$ cat src/rtl/rtc_pkg.sv
package rtc_pkg;
  localparam int IDX_W = 7;
  localparam int DAT_W = 8;

  localparam logic [IDX_W-1:0] IX_DIV  = 7'd10;
  localparam logic [IDX_W-1:0] IX_MODE = 7'd11;
  localparam logic [IDX_W-1:0] IX_PWR  = 7'd13;

  localparam logic [2:0] DV_RUN = 3'b010;
  localparam logic [2:0] DV_RST = 3'b111;

  localparam logic [DAT_W-1:0] DIV_RST_VAL  = 8'h26;
  localparam logic [DAT_W-1:0] MODE_RST_VAL = 8'h02;

  function automatic logic is_time_idx(input logic [IDX_W-1:0] i);
    case (i)
      7'd0, 7'd2, 7'd4, 7'd6, 7'd7, 7'd8, 7'd9: return 1'b1;
      default: return 1'b0;
    endcase
  endfunction
endpackage

$ cat src/rtl/rtc_host_port.sv
module rtc_host_port
  import rtc_pkg::*;
(
  input  logic             clk,
  input  logic             rst,
  input  logic             bus_wr,
  input  logic             bus_rd,
  input  logic             bus_addr,
  input  logic [DAT_W-1:0] bus_wdata,
  output logic [DAT_W-1:0] bus_rdata,
  output logic             bus_rvalid,
  output logic             nmi_mask,
  output logic [IDX_W-1:0] idx,
  output logic             reg_wr,
  output logic             reg_rd,
  input  logic [DAT_W-1:0] div_val,
  input  logic [DAT_W-1:0] mode_val,
  input  logic [DAT_W-1:0] pwr_val,
  output logic             fld_wr,
  output logic [DAT_W-1:0] fld_wdata,
  input  logic [DAT_W-1:0] fld_rdata
);
  logic             idx_wr;
  logic [DAT_W-1:0] rd_mux;

  assign idx_wr = bus_wr && !bus_addr;
  assign reg_wr = bus_wr && bus_addr;
  assign reg_rd = bus_rd && bus_addr;

  always_comb begin
    if (is_time_idx(idx))       rd_mux = fld_rdata;
    else if (idx == IX_DIV)     rd_mux = div_val;
    else if (idx == IX_MODE)    rd_mux = mode_val;
    else if (idx == IX_PWR)     rd_mux = pwr_val;
    else                        rd_mux = '0;
  end

  always_ff @(posedge clk) begin
    if (rst) begin
      idx        <= '0;
      nmi_mask   <= 1'b0;
      bus_rdata  <= '0;
      bus_rvalid <= 1'b0;
      fld_wr     <= 1'b0;
      fld_wdata  <= '0;
    end else begin
      bus_rvalid <= 1'b0;
      fld_wr     <= 1'b0;
      if (idx_wr) begin
        nmi_mask <= bus_wdata[DAT_W-1];
        idx      <= bus_wdata[IDX_W-1:0];
      end
      if (reg_wr && is_time_idx(idx)) begin
        fld_wr    <= 1'b1;
        fld_wdata <= bus_wdata;
      end
      if (reg_rd) begin
        bus_rvalid <= 1'b1;
        bus_rdata  <= rd_mux;
      end
    end
  end

  // index-port bit 7 reaches the mask output one cycle later
  p_nmi_track_r2: assert property (@(posedge clk) disable iff (rst)
    idx_wr |=> (nmi_mask == $past(bus_wdata[DAT_W-1])));

  // every data read is answered one cycle later
  p_rvalid_r1: assert property (@(posedge clk) disable iff (rst)
    reg_rd |=> bus_rvalid);

  // field writes only for time indices
  p_fld_only_time_r3: assert property (@(posedge clk) disable iff (rst)
    fld_wr |-> is_time_idx($past(idx)));
endmodule

$ cat src/rtl/rtc_ctrl_regs.sv
module rtc_ctrl_regs
  import rtc_pkg::*;
(
  input  logic             clk,
  input  logic             rst,
  input  logic             reg_wr,
  input  logic             reg_rd,
  input  logic [IDX_W-1:0] idx,
  input  logic [DAT_W-1:0] wdata,
  input  logic             uip,
  input  logic             pwr_good,
  output logic [DAT_W-1:0] div_val,
  output logic [DAT_W-1:0] mode_val,
  output logic [DAT_W-1:0] pwr_val,
  output logic [2:0]       dv_code,
  output logic             freeze
);
  logic [DAT_W-2:0] div_q;
  logic [DAT_W-1:0] mode_q;
  logic             lost_q;

  always_ff @(posedge clk) begin
    if (rst) begin
      div_q  <= DIV_RST_VAL[DAT_W-2:0];
      mode_q <= MODE_RST_VAL;
      lost_q <= 1'b0;
    end else begin
      if (reg_wr && idx == IX_DIV)  div_q  <= wdata[DAT_W-2:0];
      if (reg_wr && idx == IX_MODE) mode_q <= wdata;
      if (!pwr_good)                         lost_q <= 1'b1;
      else if (reg_rd && idx == IX_PWR)      lost_q <= 1'b0;
    end
  end

  assign div_val  = {uip, div_q};
  assign mode_val = mode_q;
  assign pwr_val  = {!lost_q, {(DAT_W-1){1'b0}}};
  assign dv_code  = div_q[6:4];
  assign freeze   = mode_q[DAT_W-1];

  // a power drop always shows in the next status value
  p_pwr_loss_r6: assert property (@(posedge clk) disable iff (rst)
    !pwr_good |=> !pwr_val[DAT_W-1]);

  // mode register changes only through a write to its index
  p_mode_hold_r5: assert property (@(posedge clk) disable iff (rst)
    !(reg_wr && idx == IX_MODE) |=> $stable(mode_val));
endmodule

$ cat src/rtl/rtc_prescaler.sv
module rtc_prescaler
  import rtc_pkg::*;
#(
  parameter int TICKS_PER_SEC = 32768,
  parameter int UIP_LEAD      = 8,
  parameter int UIP_HOLD      = 2
) (
  input  logic       clk,
  input  logic       rst,
  input  logic       ref_tick,
  input  logic [2:0] dv_code,
  input  logic       freeze,
  output logic       upd_strobe,
  output logic       uip
);
  localparam int CW       = $clog2(TICKS_PER_SEC);
  localparam int HALF_PT  = TICKS_PER_SEC / 2;
  localparam int RISE_PT  = TICKS_PER_SEC - UIP_LEAD;
  localparam logic [CW-1:0] LAST = CW'(TICKS_PER_SEC - 1);

  logic [CW-1:0] cnt_q, cnt_d;
  logic          run, hold, wrap, in_win;

  assign run  = (dv_code == DV_RUN);
  assign hold = (dv_code == DV_RST);
  assign wrap = run && ref_tick && (cnt_q == LAST);

  always_comb begin
    cnt_d = cnt_q;
    if (hold)                 cnt_d = CW'(HALF_PT);
    else if (run && ref_tick) cnt_d = (cnt_q == LAST) ? '0 : cnt_q + CW'(1);
  end

  assign in_win = (cnt_d >= CW'(RISE_PT)) || (cnt_d < CW'(UIP_HOLD));

  always_ff @(posedge clk) begin
    if (rst) begin
      cnt_q      <= CW'(HALF_PT);
      upd_strobe <= 1'b0;
      uip        <= 1'b0;
    end else begin
      cnt_q      <= cnt_d;
      upd_strobe <= wrap && !freeze;
      uip        <= !freeze && !hold && in_win;
    end
  end

  // the strobe is a single-cycle pulse
  p_strobe_pulse_r8: assert property (@(posedge clk) disable iff (rst)
    upd_strobe |=> !upd_strobe);

  // the strobe always falls inside the update window
  p_strobe_in_uip_r8: assert property (@(posedge clk) disable iff (rst)
    upd_strobe |-> uip);

  // freeze silences both outputs
  p_freeze_quiet_r9: assert property (@(posedge clk) disable iff (rst)
    freeze |=> (!upd_strobe && !uip));

  // divider reset silences both outputs
  p_hold_quiet_r10: assert property (@(posedge clk) disable iff (rst)
    hold |=> (!upd_strobe && !uip));
endmodule

$ cat src/rtl/rtc_update_ctrl.sv
module rtc_update_ctrl
  import rtc_pkg::*;
#(
  parameter int TICKS_PER_SEC = 32768,
  parameter int UIP_LEAD      = 8,
  parameter int UIP_HOLD      = 2
) (
  input  logic       clk,
  input  logic       rst,
  input  logic       ref_tick,
  input  logic       pwr_good,
  input  logic       bus_wr,
  input  logic       bus_rd,
  input  logic       bus_addr,
  input  logic [7:0] bus_wdata,
  output logic [7:0] bus_rdata,
  output logic       bus_rvalid,
  output logic       nmi_mask,
  output logic [3:0] fld_addr,
  output logic       fld_wr,
  output logic [7:0] fld_wdata,
  input  logic [7:0] fld_rdata,
  output logic       upd_strobe,
  output logic       uip
);
  logic [IDX_W-1:0] idx;
  logic             reg_wr, reg_rd, freeze;
  logic [DAT_W-1:0] div_val, mode_val, pwr_val;
  logic [2:0]       dv_code;

  rtc_host_port u_port (
    .clk(clk), .rst(rst),
    .bus_wr(bus_wr), .bus_rd(bus_rd), .bus_addr(bus_addr), .bus_wdata(bus_wdata),
    .bus_rdata(bus_rdata), .bus_rvalid(bus_rvalid), .nmi_mask(nmi_mask),
    .idx(idx), .reg_wr(reg_wr), .reg_rd(reg_rd),
    .div_val(div_val), .mode_val(mode_val), .pwr_val(pwr_val),
    .fld_wr(fld_wr), .fld_wdata(fld_wdata), .fld_rdata(fld_rdata)
  );

  rtc_ctrl_regs u_regs (
    .clk(clk), .rst(rst), .reg_wr(reg_wr), .reg_rd(reg_rd), .idx(idx),
    .wdata(bus_wdata), .uip(uip), .pwr_good(pwr_good),
    .div_val(div_val), .mode_val(mode_val), .pwr_val(pwr_val),
    .dv_code(dv_code), .freeze(freeze)
  );

  rtc_prescaler #(
    .TICKS_PER_SEC(TICKS_PER_SEC), .UIP_LEAD(UIP_LEAD), .UIP_HOLD(UIP_HOLD)
  ) u_pre (
    .clk(clk), .rst(rst), .ref_tick(ref_tick), .dv_code(dv_code),
    .freeze(freeze), .upd_strobe(upd_strobe), .uip(uip)
  );

  assign fld_addr = idx[3:0];
endmodule

$ cat config.mk
export PLATFORM = sky130hd
export DESIGN_NAME = rtc_update_ctrl
export DESIGN_NICKNAME = d
export VERILOG_FILES = /design/src/rtl/rtc_pkg.sv /design/src/rtl/rtc_host_port.sv /design/src/rtl/rtc_ctrl_regs.sv /design/src/rtl/rtc_prescaler.sv /design/src/rtl/rtc_update_ctrl.sv
export SDC_FILE = /design/constraint.sdc
export NUM_CORES = 1
export LEC_CHECK = 0
export BUFFER_PORTS_ARGS = -buffer_cell sky130_fd_sc_hd__buf_4
export CORE_MARGIN = 8
export CORE_UTILIZATION = 40
export DETAILED_ROUTE_END_ITERATION = 8
export MAX_ROUTING_LAYER = met4
export SKIP_CTS_REPAIR_TIMING = 1
export SYNTH_ARGS = -nofsm -noshare
export SYNTH_HDL_FRONTEND = slang
export SYNTH_HIERARCHICAL = 1
export SYNTH_SLANG_ARGS = --single-unit
$ cat constraint.sdc
create_clock -name clk -period 3.6 [get_ports clk]
set_input_delay 0.18 -clock clk [delete_from_list [all_inputs] [get_ports clk]]
set_output_delay 0.18 -clock clk [all_outputs]
set_load 0.1 [all_outputs]
## Word level (Yosys, flattened, before mapping)

Cells that the tools add are included.

| cells by class | value |
|---|---|
| add/sub/neg operators | 1 |
| multiply operators | 0 |
| divide/modulo/power cells | 0 |
| magnitude comparators | 2 |
| equal/unequal tests | 13 |
| shift-type cells | 0 |
| muxes and demuxes | 13 |
| bitwise logic cells | 0 |
| reduce and logical (&&, ||, !) cells | 19 |

Operators with widths:

| kind | number |
|---|---|
| two-way mux 15 bit | 3 |
| equality test 7 x 4 -> 1 bit (second input constant) | 5 |
| two-way mux 8 bit | 4 |
| equality test 7 x 3 -> 1 bit (second input constant) | 3 |
| adder 15 x 1 -> 15 bit (second input constant) | 1 |
| equality test 15 bit (second input constant) | 1 |
| greater-or-equal comparator 15 bit (second input constant) | 1 |
| less-than comparator 15 x 2 -> 1 bit (second input constant) | 1 |
| logical AND 1 bit | 12 |
| equality test 7 x 2 -> 1 bit (second input constant) | 1 |
| zero test 7 bit | 1 |
| OR reduction 7 bit | 1 |
| two-way mux 1 bit | 6 |
| zero test 1 bit | 4 |
| equality test 3 x 2 -> 1 bit (second input constant) | 1 |
| equality test 3 bit (second input constant) | 1 |
| != test 2 x 1 -> 1 bit (second input constant) | 1 |
| logical OR 1 bit | 1 |

| storage, ports and cells | value |
|---|---|
| bits in registers | 59 |
| latch bits | 0 |
| RAM bits | 0 |
| ROM bits | 0 |
| input bits | 23 |
| output and inout port bits | 25 |
| word-level logic and storage cells | 60 |
| memories kept | 0 |

## Depth between registers and ports, before layout

| depth | value |
|---|---|
| word-level depth | 7 |
| gate-level depth with buffers | 8 |
| gate-level depth less buffers | 7 |

## Modules after synthesis

The synthesis kept the hierarchy.

Modules (own cells, without submodules):

| module | instances | cells each | area an instance (µm²) | sequential area each (µm²) |
|---|---|---|---|---|
| rtc_host_port | 1 | 158 | 1,381.3 | 520.5 |
| rtc_prescaler | 1 | 125 | 1,074.8 | 340.3 |
| rtc_ctrl_regs | 1 | 83 | 800.8 | 320.3 |

## Worst setup path before layout

Ideal clock, no wire load.

| path | value |
|---|---|
| path kind | register to register |
| start | reg u_port.idx[3] |
| end | reg u_regs.div_q[1] |
| setup time | 0.121 ns |
| arrival time | 2.243 ns |
| data required time | 3.479 ns |
| setup slack | 1.236 ns |
| stages on the path, launching flop included | 5 |
| buffers on the path | 1 |
| clock period less this slack | 2.364 ns |
| cells stage by stage | dfxtp_1 > or4b_4 > or3_1 > buf_2 > mux2i_1 |

| between the ends | value |
|---|---|
| word-level cells in the longest chain between the ends | 2 |

Ends and longest elaborated chain:

| item | RTL line | RTL |
|---|---|---|
| start, declared | rtc_host_port.sv:13 | `output logic [IDX_W-1:0] idx,` |
| start signal, assigned | rtc_host_port.sv:51 | `idx <= bus_wdata[IDX_W-1:0];` |
| equality test 7 x 4 -> 1 bit | rtc_ctrl_regs.sv:28 | `if (reg_wr && idx == IX_DIV) div_q <= wdata[DAT_W-2:0];` |
| logical AND 1 bit | rtc_ctrl_regs.sv:28 |  |
| end signal, assigned | rtc_ctrl_regs.sv:24 | `div_q <= DIV_RST_VAL[DAT_W-2:0];` |
| end signal, assigned | rtc_ctrl_regs.sv:28 |  |
| end, declared | rtc_ctrl_regs.sv:18 | `logic [DAT_W-2:0] div_q;` |

Every way passes these cells.
A chain may end at the register's enable or synchronous reset.

## Final worst setup path

| path | value |
|---|---|
| start | reg u_regs.div_q[6] |
| end | reg u_pre.uip |

| between the ends | value |
|---|---|
| word-level cells in the longest chain between the ends | 7 |
| elaborated cells on any way between the ends | 11 |
| classes of those cells | order compare (2); eq/ne (2); mux (2); reduce/logical (5) |

Ends and longest elaborated chain:

| item | RTL line | RTL |
|---|---|---|
| equality test 3 x 2 -> 1 bit | rtc_prescaler.sv:24 | `assign run = (dv_code == DV_RUN);` |
| logical AND 1 bit | rtc_prescaler.sv:31 | `else if (run && ref_tick) cnt_d = (cnt_q == LAST) ? '0 : cnt_q + CW'(1);` |
| two-way mux 15 bit | rtc_prescaler.sv:31 |  |
| two-way mux 15 bit | rtc_prescaler.sv:30 | `if (hold) cnt_d = CW'(HALF_PT);` |
| greater-or-equal comparator 15 bit / less-than comparator 15 x 2 -> 1 bit (equally long branches) | rtc_prescaler.sv:34 | `assign in_win = (cnt_d >= CW'(RISE_PT)) \|\| (cnt_d < CW'(UIP_HOLD));` |
| logical OR 1 bit | rtc_prescaler.sv:34 |  |
| logical AND 1 bit (*) | rtc_prescaler.sv:44 | `uip <= !freeze && !hold && in_win;` |
| end signal, assigned | rtc_prescaler.sv:44 |  |
| end, declared | rtc_prescaler.sv:14 | `output logic uip` |

Mark *: on every way between the ends. The rest lies on a longest branch, timed or not.

==> run metrics <==
global-route wire length before repair=12.7 mm; Post-synth EDFFs=0; post-synthesis instance total=around 370; Lkg Pwr=1.48 nW; Clock transition at path regs=0.07 ns; area delta synth->final=15.8%; H-tree Lvls=3; critical path capture point type=register; Peak VDD IR=0.000215 V; fmax=440 MHz; Synth Area per Inst=8.90 um^2; all-layer global routing usage=0.142; Final Max Tran Viols=0; Die X=106 um; RR Startpoint=u_regs/div_q[6]$_SDFFE_PP0P_; mapped cell area=0.00326 mm^2; Placement Cell Area=0.00356 mm^2; pin count of the biggest net entering global routing=63; WS Path Type=reg2reg; vias in the first global route=roughly 2500; Post-Route WL=7.86 mm; WP data arrival=2.53 ns; RSZ-0062 raised after global routing=no; Final min period=around 2.3 ns; pre-CTS setup slack=1.34 ns; Pwr Density=430 mW/mm^2; vias per cell=5.32; CP Launch Type=register; FF-to-FF End=u_pre/uip$_SDFF_PP0_; CP startpoint=u_regs/div_q[6]$_SDFFE_PP0P_; DRC Markers=0; most frequent cells in the layout=59 x dfxtp_1, 47 x buf_4, 45 x nor2_1; FP Rows=33; setup TNS=0 ns; Sink Count=59; Setup crit end=u_pre/uip$_SDFF_PP0_; Total Die Area=0.0113 mm^2; Clock Skew=0.0127 ns; Design Area, Final=0.00377 mm^2; unique cell type count in the Yosys netlist=65; critical-path cell list=nand4bb_1 -> nor4_2 -> mux2i_1 -> nand4_1 -> a221o_1 -> o21ai_2; Remaining Overflow, GRT=0; commonest non-fill, non-tap cell in the layout=dfxtp_1; Initial Util=0.405; worst reg2reg path depth=6; run status=finished, final reports clean; Top FF cell, synth=dfxtp_1; maxcap violations=0; final hold vios=0; DRT Pass-1 Iters=4; Non-Filler Instances=506; clock buffer depth=2; Worst path max stage delay=0.55 ns; routability cong.=about 0.9; Clock Tree Root=clkbuf_8; Worst path slowest cell=nor4_2; Max-slew headroom=0.429; data required time at the worst endpoint=3.86 ns; worst hold path class=in2reg; Antenna diodes=0; post-route clock period utilization=0.631; flops & latches, synth=59; worst slew pin tran=0.845 ns; DRT iter0 DRCs=147; DP Wirelength=5.76 mm; layout cells sized above 1=0.217; cell total after placement=490; Ys Warns=6; Final Worst Setup Slack=1.33 ns; Async SR Flop Fraction=0; register area share after synthesis=0.363; wire length per cell=between 15 and 20 um; # port buffers=47; core footprint=roughly 0.0081 mm^2; I/O Pins=48; die height=106 um; # setup viols final=0; CTS tree=yes; crit path max fanout=9; final core occ=0.468; initial antenna violation count=0; routed vias=2694; Detail Route Antenna Nets=0; total CTS buffers=9; FF-to-FF setup slack=1.33 ns; fin nets=420; Clock Latency Late Sink=between 0.3 and 0.4 ns
[metrics by stage]
stage / total power, mW / hold WS [ns]
after global placement: 0.985 / 0.373
after floorplan: 0.926 / 0.257
after detailed placement: 0.988 / 0.387
after CTS: 1.65 / 0.0321
after global routing: 1.70 / 0.0352
final: 1.62 / 0.0470
[state kept, by name (all words and copies together), names as in the netlist, 7 cells and up]
| signal | count |
|---|---|
| u_port/bus_rdata | 8 |
| u_port/fld_wdata | 8 |
| u_regs/mode_val | 8 |
| u_pre/cnt_q | 15 |
| u_port/idx | 7 |
| u_regs/div_q | 7 |
[final cells by class]
class                   count  area (um^2)
clock buffers              11          131
inverters                   3         11.3
repair buffers             47          353
flip-flops and latches     59         1180
multi-input cells         276         1880
clock inverters             5         77.6
fillers                   792         4280
well taps                 105          131
[power by group]
part / leakage, nW / total (mW) / switching (mW) / internal (mW)
clock: 0.103 / 0.650 / 0.262 / 0.388
sequential: 0.480 / 0.694 / 0.0212 / 0.673
combinational: 0.901 / 0.278 / 0.194 / 0.0835
[synthesized netlist by cell type, drive strengths merged (2+ instances only)]
| library cell | number | area, um^2 |
|---|---|---|
| dfxtp | 59 | 1180 |
| nand3 | 6 | 35.0 |
| clkbuf | 8 | 30.0 |
| nand2b | 33 | 206 |
| or4 | 2 | 15.0 |
| xor2 | 5 | 43.8 |
| nor2b | 10 | 62.6 |
| a311oi | 2 | 30.0 |
| mux2i | 25 | 250 |
| or2 | 2 | 12.5 |
| buf | 26 | 173 |
| and4 | 2 | 18.8 |
| nor2 | 46 | 180 |
| nor4 | 3 | 25.0 |
| a21oi | 3 | 15.0 |
| nand2 | 16 | 65.1 |
| a221o | 2 | 20.0 |
| nand4b | 8 | 70.1 |
| xnor2 | 10 | 87.6 |
| a32o | 2 | 20.0 |
| o221a | 5 | 56.3 |
| or3 | 3 | 18.8 |
| o311ai | 3 | 26.3 |
| a22oi | 5 | 37.5 |
| a21o | 2 | 15.0 |
| inv | 3 | 11.3 |
| nand4 | 11 | 90.1 |
| nor3 | 10 | 77.6 |
| nand3b | 2 | 15.0 |
| and2 | 10 | 62.6 |
| a31oi | 3 | 18.8 |
| o21ai | 21 | 109 |
[worst min-delay path by stage]
| stage | startpoint | endpoint | slack (ns) | cells past startpoint |
|---|---|---|---|---|
| after CTS | pwr_good | u_regs/lost_q$_SDFFE_PP0P_ | 0.03 | 2 |
| final | pwr_good | u_regs/lost_q$_SDFFE_PP0P_ | 0.05 | 2 |
| after floorplan | rst | u_pre/upd_strobe$_SDFF_PP0_ | 0.26 | 1 |
| after detailed placement | pwr_good | u_regs/lost_q$_SDFFE_PP0P_ | 0.39 | 2 |
| after global placement | pwr_good | u_regs/lost_q$_SDFFE_PP0P_ | 0.37 | 2 |
| after global routing | pwr_good | u_regs/lost_q$_SDFFE_PP0P_ | 0.04 | 2 |
[metal layers]
layer,vias to the layer above,track usage,part of all wire
li1,1346,-,-
met1,1286,0.181,0.47
met2,55,0.214,0.46
met3,7,0.0296,0.055
met4,0,0.0603,0.012
met5,-,-,0
[cell families (layout without fill, tap and decap cells)]
kind of cell | count (synthesis) | in the layout | synth area share
AO/OA/AOI/OAI | 56 | 56 | 0.131
XOR/XNOR | 15 | 15 | 0.0403
adder cells (fa/ha/maj) | 1 | 1 | 0.00384
buffers and inverters | 37 | 66 | 0.0657
flip-flops | 59 | 59 | 0.363
multiplexers | 26 | 26 | 0.0803
other | 1 | 7 | 0.00115
AND/OR/NAND/NOR | 171 | 171 | 0.315
[critical path: cells and delay by family, from the launching register on]
kind	cells	cell delay [ns]
AO/OA/AOI/OAI	2	0.48
flip-flops	1	0.34
multiplexers	1	0.24
AND/OR/NAND/NOR	3	1.14
No activity file was read; power rests on OpenSTA's default activity.
